**config.mk**
```make
export PLATFORM = sky130hd
export DESIGN_NAME = shmw_window_dec
export DESIGN_NICKNAME = d
export VERILOG_FILES = /design/src/rtl/shmw_pkg.sv /design/src/rtl/shmw_win_match.sv /design/src/rtl/shmw_cfg_regs.sv /design/src/rtl/shmw_window_dec.sv
export SDC_FILE = /design/constraint.sdc
export NUM_CORES = 1
export LEC_CHECK = 0
export BUFFER_PORTS_ARGS = -buffer_cell sky130_fd_sc_hd__buf_2
export CORE_MARGIN = 2
export CORE_UTILIZATION = 50
export CTS_CLUSTER_SIZE = 25
export DETAILED_ROUTE_END_ITERATION = 7
export PLACE_DENSITY = 0.78
export SETUP_SLACK_MARGIN = 0.4
export SKIP_CTS_REPAIR_TIMING = 1
export SYNTH_ARGS = -nofsm -noshare
export SYNTH_HDL_FRONTEND = slang
export SYNTH_HIERARCHICAL = 1
export SYNTH_SLANG_ARGS = --single-unit
```
**constraint.sdc**
```tcl
create_clock -name clk -period 1.85 [get_ports clk]
set_clock_uncertainty 0.05 [all_clocks]
set_input_delay 0.185 -clock clk [delete_from_list [all_inputs] [get_ports clk]]
set_output_delay 0.185 -clock clk [all_outputs]
set_load 0.02 [all_outputs]
```
**src/rtl/shmw_pkg.sv**
```systemverilog
package shmw_pkg;

  localparam int ADDR_W  = 32;
  localparam int DATA_W  = 8;
  localparam int IDX_W   = 8;
  localparam int NUM_WIN = 3;

  localparam logic [IDX_W-1:0] IDX_ACT     = 8'h30;
  localparam logic [IDX_W-1:0] IDX_HBASE_H = 8'h60;
  localparam logic [IDX_W-1:0] IDX_HBASE_L = 8'h61;
  localparam logic [IDX_W-1:0] IDX_IRQ_A   = 8'h70;
  localparam logic [IDX_W-1:0] IDX_IRQ_B   = 8'h71;
  localparam logic [IDX_W-1:0] IDX_DMA_A   = 8'h74;
  localparam logic [IDX_W-1:0] IDX_DMA_B   = 8'h75;
  localparam logic [IDX_W-1:0] IDX_WEN     = 8'hF4;
  localparam logic [IDX_W-1:0] IDX_SBASE_H = 8'hF5;
  localparam logic [IDX_W-1:0] IDX_SBASE_L = 8'hF6;
  localparam logic [IDX_W-1:0] IDX_SSIZE   = 8'hF7;

  localparam logic [DATA_W-1:0] NO_IRQ_VAL = 8'h00;
  localparam logic [DATA_W-1:0] NO_DMA_VAL = 8'h04;

  // window-enable bit positions
  localparam int WEN_LEGACY = 0;
  localparam int WEN_EXT    = 1;
  localparam int WEN_FWH    = 3;

  typedef enum logic {
    KIND_MEM = 1'b0,
    KIND_FWH = 1'b1
  } cyc_kind_e;

  // window table: 0 = legacy, 1 = extended legacy, 2 = top of space
  function automatic longint unsigned win_start(input int w);
    case (w)
      0:       return 64'h0000_0000_000F_0000;
      1:       return 64'h0000_0000_000E_0000;
      default: return 64'h0000_0000_FFE0_0000;
    endcase
  endfunction

  function automatic int win_span_log2(input int w);
    return (w == 2) ? 21 : 16;
  endfunction

  function automatic logic win_kind(input int w);
    return (w == 2) ? KIND_FWH : KIND_MEM;
  endfunction

  function automatic logic [DATA_W-1:0] wen_reset(input logic [1:0] strap);
    logic [DATA_W-1:0] v;
    v = '0;
    v[WEN_LEGACY] = strap[0];
    v[WEN_FWH]    = strap[1];
    return v;
  endfunction

endpackage

```
**src/rtl/shmw_win_match.sv**
```systemverilog
module shmw_win_match #(
  parameter int              ADDR_W    = 32,
  parameter longint unsigned START     = 64'h000F_0000,
  parameter int              SPAN_LOG2 = 16
) (
  input  logic [ADDR_W-1:0] addr,
  input  logic              qual,
  output logic              hit,
  output logic [ADDR_W-1:0] offset
);

  localparam logic [ADDR_W-1:0] START_V = ADDR_W'(START);
  localparam int                TAG_W   = ADDR_W - SPAN_LOG2;

  logic [TAG_W-1:0] tag_in;
  logic [TAG_W-1:0] tag_ref;

  assign tag_in  = addr[ADDR_W-1:SPAN_LOG2];
  assign tag_ref = START_V[ADDR_W-1:SPAN_LOG2];

  always_comb begin
    hit    = qual && (tag_in == tag_ref);
    offset = '0;
    if (hit) offset = ADDR_W'(addr[SPAN_LOG2-1:0]);
  end

endmodule

```
**src/rtl/shmw_cfg_regs.sv**
```systemverilog
module shmw_cfg_regs
  import shmw_pkg::*;
(
  input  logic              clk,
  input  logic              rst,
  input  logic [1:0]        strap_boot,
  input  logic [IDX_W-1:0]  cfg_idx,
  input  logic [DATA_W-1:0] cfg_wdata,
  input  logic              cfg_we,
  input  logic              cfg_re,
  output logic [DATA_W-1:0] cfg_rdata,
  output logic [DATA_W-1:0] wen,
  output logic              active
);

  logic              act_q;
  logic [DATA_W-1:0] hbase_h_q;
  logic [DATA_W-1:4] hbase_l_q;
  logic [DATA_W-1:0] wen_q;
  logic [DATA_W-1:0] sbase_h_q;
  logic [DATA_W-1:0] sbase_l_q;
  logic [DATA_W-1:0] ssize_q;
  logic [DATA_W-1:0] rd_mux;
  logic              wr_ok;

  assign wr_ok = cfg_we && act_q;

  always_ff @(posedge clk) begin
    if (rst) begin
      act_q     <= 1'b0;
      hbase_h_q <= '0;
      hbase_l_q <= '0;
      wen_q     <= wen_reset(strap_boot);
      sbase_h_q <= '0;
      sbase_l_q <= '0;
      ssize_q   <= '0;
    end else begin
      if (cfg_we && cfg_idx == IDX_ACT) act_q <= cfg_wdata[0];
      if (wr_ok) begin
        case (cfg_idx)
          IDX_HBASE_H: hbase_h_q <= cfg_wdata;
          IDX_HBASE_L: hbase_l_q <= cfg_wdata[DATA_W-1:4];
          IDX_WEN:     wen_q     <= cfg_wdata;
          IDX_SBASE_H: sbase_h_q <= cfg_wdata;
          IDX_SBASE_L: sbase_l_q <= cfg_wdata;
          IDX_SSIZE:   ssize_q   <= cfg_wdata;
          default: ;
        endcase
      end
    end
  end

  always_comb begin
    rd_mux = '0;
    if (cfg_idx == IDX_ACT) begin
      rd_mux[0] = act_q;
    end else if (act_q) begin
      case (cfg_idx)
        IDX_HBASE_H: rd_mux = hbase_h_q;
        IDX_HBASE_L: rd_mux = {hbase_l_q, 4'b0000};
        IDX_IRQ_A,
        IDX_IRQ_B:   rd_mux = NO_IRQ_VAL;
        IDX_DMA_A,
        IDX_DMA_B:   rd_mux = NO_DMA_VAL;
        IDX_WEN:     rd_mux = wen_q;
        IDX_SBASE_H: rd_mux = sbase_h_q;
        IDX_SBASE_L: rd_mux = sbase_l_q;
        IDX_SSIZE:   rd_mux = ssize_q;
        default:     rd_mux = '0;
      endcase
    end
  end

  always_ff @(posedge clk) begin
    if (rst)         cfg_rdata <= '0;
    else if (cfg_re) cfg_rdata <= rd_mux;
  end

  assign wen    = wen_q;
  assign active = act_q;

endmodule

```
**src/rtl/shmw_window_dec.sv**
```systemverilog
module shmw_window_dec
  import shmw_pkg::*;
(
  input  logic              clk,
  input  logic              rst,
  input  logic [1:0]        strap_boot,
  input  logic [IDX_W-1:0]  cfg_idx,
  input  logic [DATA_W-1:0] cfg_wdata,
  input  logic              cfg_we,
  input  logic              cfg_re,
  output logic [DATA_W-1:0] cfg_rdata,
  input  logic              cyc_valid,
  input  logic              cyc_kind,
  input  logic [ADDR_W-1:0] cyc_addr,
  input  logic              cyc_write,
  output logic              claim,
  output logic [ADDR_W-1:0] fwd_addr
);

  logic [DATA_W-1:0]               wen;
  logic                            active;
  logic [NUM_WIN-1:0]              win_on;
  logic [NUM_WIN-1:0]              win_hit;
  logic [NUM_WIN-1:0][ADDR_W-1:0]  win_off;
  logic                            unused_dir;

  // reads and writes are decoded alike
  assign unused_dir = cyc_write;

  shmw_cfg_regs i_regs (
    .clk        (clk),
    .rst        (rst),
    .strap_boot (strap_boot),
    .cfg_idx    (cfg_idx),
    .cfg_wdata  (cfg_wdata),
    .cfg_we     (cfg_we),
    .cfg_re     (cfg_re),
    .cfg_rdata  (cfg_rdata),
    .wen        (wen),
    .active     (active)
  );

  assign win_on[0] = wen[WEN_LEGACY];
  assign win_on[1] = wen[WEN_LEGACY] && wen[WEN_EXT];
  assign win_on[2] = wen[WEN_FWH];

  for (genvar w = 0; w < NUM_WIN; w++) begin : g_win
    logic qual;
    assign qual = cyc_valid && win_on[w] && (cyc_kind == win_kind(w));
    shmw_win_match #(
      .ADDR_W    (ADDR_W),
      .START     (win_start(w)),
      .SPAN_LOG2 (win_span_log2(w))
    ) i_match (
      .addr   (cyc_addr),
      .qual   (qual),
      .hit    (win_hit[w]),
      .offset (win_off[w])
    );
  end

  always_comb begin
    fwd_addr = '0;
    for (int w = 0; w < NUM_WIN; w++) fwd_addr = fwd_addr | win_off[w];
    claim = |win_hit;
  end

endmodule

```
==> reports/qor.yml <==
synthesis:
  ys_types: 48
  synth.yosys.warnings: 6
  synth_seq_area_share_pct: 25.9
  syn-mean-instance-area_um2: 9.07
  ys_seq_elements: 53
  syn-instance-count: 460
  yosys.area.top_type_share_pct: 24.5
  synth_async_sr_flop_share_pct: 0
  postSynth.topFlopCell: "dfxtp_1"
  number_of_flops_mapped_to_enable_cells_by_yosys: 2
  synth_top_cells_by_area: "dfxtp_1, nor4_2, mux2i_1, buf_4, or3_1"
  synth.largest_area_cell: "dfxtp_1"
  netlist_area_um2: 4170
route:
  drt-total-wl_mm: 11.3
  drt_iter0_markers: 177
  drcViolationCount: 0
  number_of_vias_per_cell: 5.82
  drt_pre_antenna_iters: 5
  post_route_antenna_net_violation_count: 0
  wl_per_cell_um: 17.1
  routed-via-count: 3825
timing:
  finalSetupViolCount: 22
  rsz0062_at_grt: "true"
  period_needed_ps: 2110
  max_slew.worst_pin.slew_ps: 590
  final_hold_fails: 0
  max_slew_margin_pct: 60.7
  final-max-slew-violation-count: 0
  fin_ws_ps: -262
  fmax_ghz: 0.474
  layout_worst_path_cycle_share_pct: 114
  total_negative_setup_slacks_ps: -4580
setup_path:
  type_of_the_worst_setup_path: "reg -> out"
  crit_path_start_kind: "flip-flop"
  worst_ep_arrival_time_ps: 1880
  crit_required_ps: 1620
  timing.rr.start: "i_regs/ssize_q[5]$_SDFFE_PP0P_"
  largest_fanout_of_any_net_on_the_critical_path: 5
  slack_of_the_worst_reg_to_reg_path_ps: 290
  worst-r2r-cell-count: 4
  crit_path_end_kind: "primary output"
  worst_r2r_endpoint: "i_regs/cfg_rdata[5]$_SDFFE_PP0P_"
clock_network:
  cts.htree.levels: 2
  cts_root_buffer: "clkbuf_8"
  clock_sinks: 53
  number_of_buffers_added_by_the_clock_tree_synthesis_step: 5
  clock_tree_from_tritoncts: "built"
  worstSkewPairLatency_ps: 300
  clkSlewWorstSetupHoldPaths_ps: 100
  ctsLongestPathBuffers: 2
pwr:
  power.net_switching_mw: 0.684
  power_frac_comb_pct: 18.9
  p_leak_nw: 2.20
  intPower_mw: 1.59
  peak_vdd_ir_mv: 0.322
  power_per_cell_area_nw_per_um2: 425
  pwr-share-seq_pct: 50.6
  power.clock.fraction_pct: 30.6
  sw_frac_of_total_pct: 30.0
place:
  finalWeightedCongestion: 0.872
  dpl-instance-area_um2: 4930
  preCtsSetupSlack_ps: -36.9
  port_buffers: 85
  post-dp-hpwl_mm: 7.57
grt:
  globalRouteTotalUtil_pct: 22.8
  groute.layer.met1.usage_pct: 31.0
  grt_util_met3_pct: 4.27
  first_pass_grt_wire_length_mm: 16.6
  grt_pass1_vias: 3589
  top_usage_layer_grt: "met2"
  grt_start_max_net_pins: 36
  global_route.usage.met2_pct: 37.2
  grt.overflow.total: 0
  number_of_antenna_violations_at_the_first_check_in_global_routing: 0
hold_path:
  min-delay-path-class: "in -> reg"
  startpoint_of_the_worst_hold_path: "strap_boot[1]"
  hold_depth: 3
  whs_endpoint: "i_regs/wen[3]$_DFFE_PP_"
layout:
  post_route_cells_drive_above_1_share_pct: 44.6
  final_cell_area_um2: 5360
  final_common_cell: "buf_2"
  num-nets-final: 608
  antenna_cells_inserted: 0
  final_core_util_pct: 65.9
  syn_to_final_growth_pct: 28.6
  final_cell_mix: "buf_2, nor4_2, nor2_1, dfxtp_1"
floorplan:
  pin_count: 98
  chipHeight_um: 95.3
  core_um2: 8130
  floorplan.initialDensity_pct: 51.3
  die-area_um2: 9090
  chipWidth_um: 95.3
  core.rowCount: 33
flow_run:
  cap_violations: 0
status:
  failing_checks: "setup timing"
  outcome: "finished, violations left"
## power groups by stage
| stage | clock network [mW] | logic (mW) | registers [mW] |
|---|---|---|---|
| 2_1_floorplan | 0 | 0.297 | 1.18 |
| 6_report | 0.696 | 0.429 | 1.15 |
| 3_3_place_gp | 0 | 0.382 | 1.18 |
| 3_5_place_dp | 0 | 0.392 | 1.18 |
| 4_1_cts | 0.709 | 0.393 | 1.15 |
| 5_1_grt | 0.752 | 0.461 | 1.15 |
## cell usage after synthesis (3+ instances only)
cell type   n
conb_1      3
nand3_1     4
mux4_2      4
o2bb2ai_1   4
and3_1      5
nand4_1    24
nor4_2     37
nand2b_1    4
nor2_1     48
dfxtp_1    51
buf_4      46
a22o_1     10
mux2i_1    45
nor4_1     21
clkbuf_1   12
nand2_1    41
or3_1      33
nor4_4      4
buf_2      14
mux4_1      4
inv_1       3
buf_6       8
## cell families after synthesis
kind of cell | Yosys count | share of synthesized area [%]
compound gates | 21 | 4.17
xor+xnor | 1 | 0.210
other cells | 3 | 0.270
simple gates | 242 | 39.3
buf+inv | 87 | 14.6
mux | 53 | 15.5
flops | 53 | 25.9
## area by class of cell
type	instances	area, um^2
Sequential cell	53	1090
Inverter	3	11.3
Tap cell	105	131
Clock buffer	5	68.8
Fill cell	597	2770
Clock inverter	3	28.8
Multi-Input combinational cell	360	2940
Timing Repair Buffer	128	1090
## flip-flops by register name (all words and copies together) (netlist names)
register / cells
i_regs/sbase_h_q: 8
i_regs/wen: 8
i_regs/active: 1
i_regs/sbase_l_q: 8
i_regs/cfg_rdata: 8
i_regs/hbase_l_q: 4
i_regs/ssize_q: 8
i_regs/hbase_h_q: 8
## worst max-delay path, stage by stage (launching register included)
cell and delay (ps):
edfxtp_1 400, and3_1 180, nand4_1 90, buf_6 160
buf_6 140, nor4_2 60, or3_4 370, buf_2 170
## stage by stage
step	total power [mW]	hold slack, ps	cells
2_1_floorplan	1.48	279	500
3_3_place_gp	1.56	409	640
3_5_place_dp	1.57	418	640
4_1_cts	2.26	108	648
5_1_grt	2.36	138	657
6_report	2.28	116	657
## routing by layer
| layer | wire length, um | vias up |
|---|---|---|
| li1 | - | 1804 |
| met1 | 4830 | 1825 |
| met2 | 5380 | 172 |
| met3 | 850 | 24 |
| met4 | 189 | 0 |
| met5 | 0 | - |
## how the worst max path moves through the flow
stage,startpoint,depth (start not counted),slack [ps],end
after floorplan,cfg_idx[0],6,110,i_regs/hbase_h_q[0]$_SDFFE_PP0P_
after global placement,cyc_addr[22],5,-20,fwd_addr[2]
after detailed placement,cyc_addr[22],6,-40,fwd_addr[7]
after CTS,i_regs/wen[0]$_DFFE_PP_,6,-260,fwd_addr[2]
after global routing,i_regs/wen[3]$_DFFE_PP_,7,-320,fwd_addr[2]
final,i_regs/wen[3]$_DFFE_PP_,7,-260,fwd_addr[2]
Note: power is estimated with default switching activity, not from simulation.
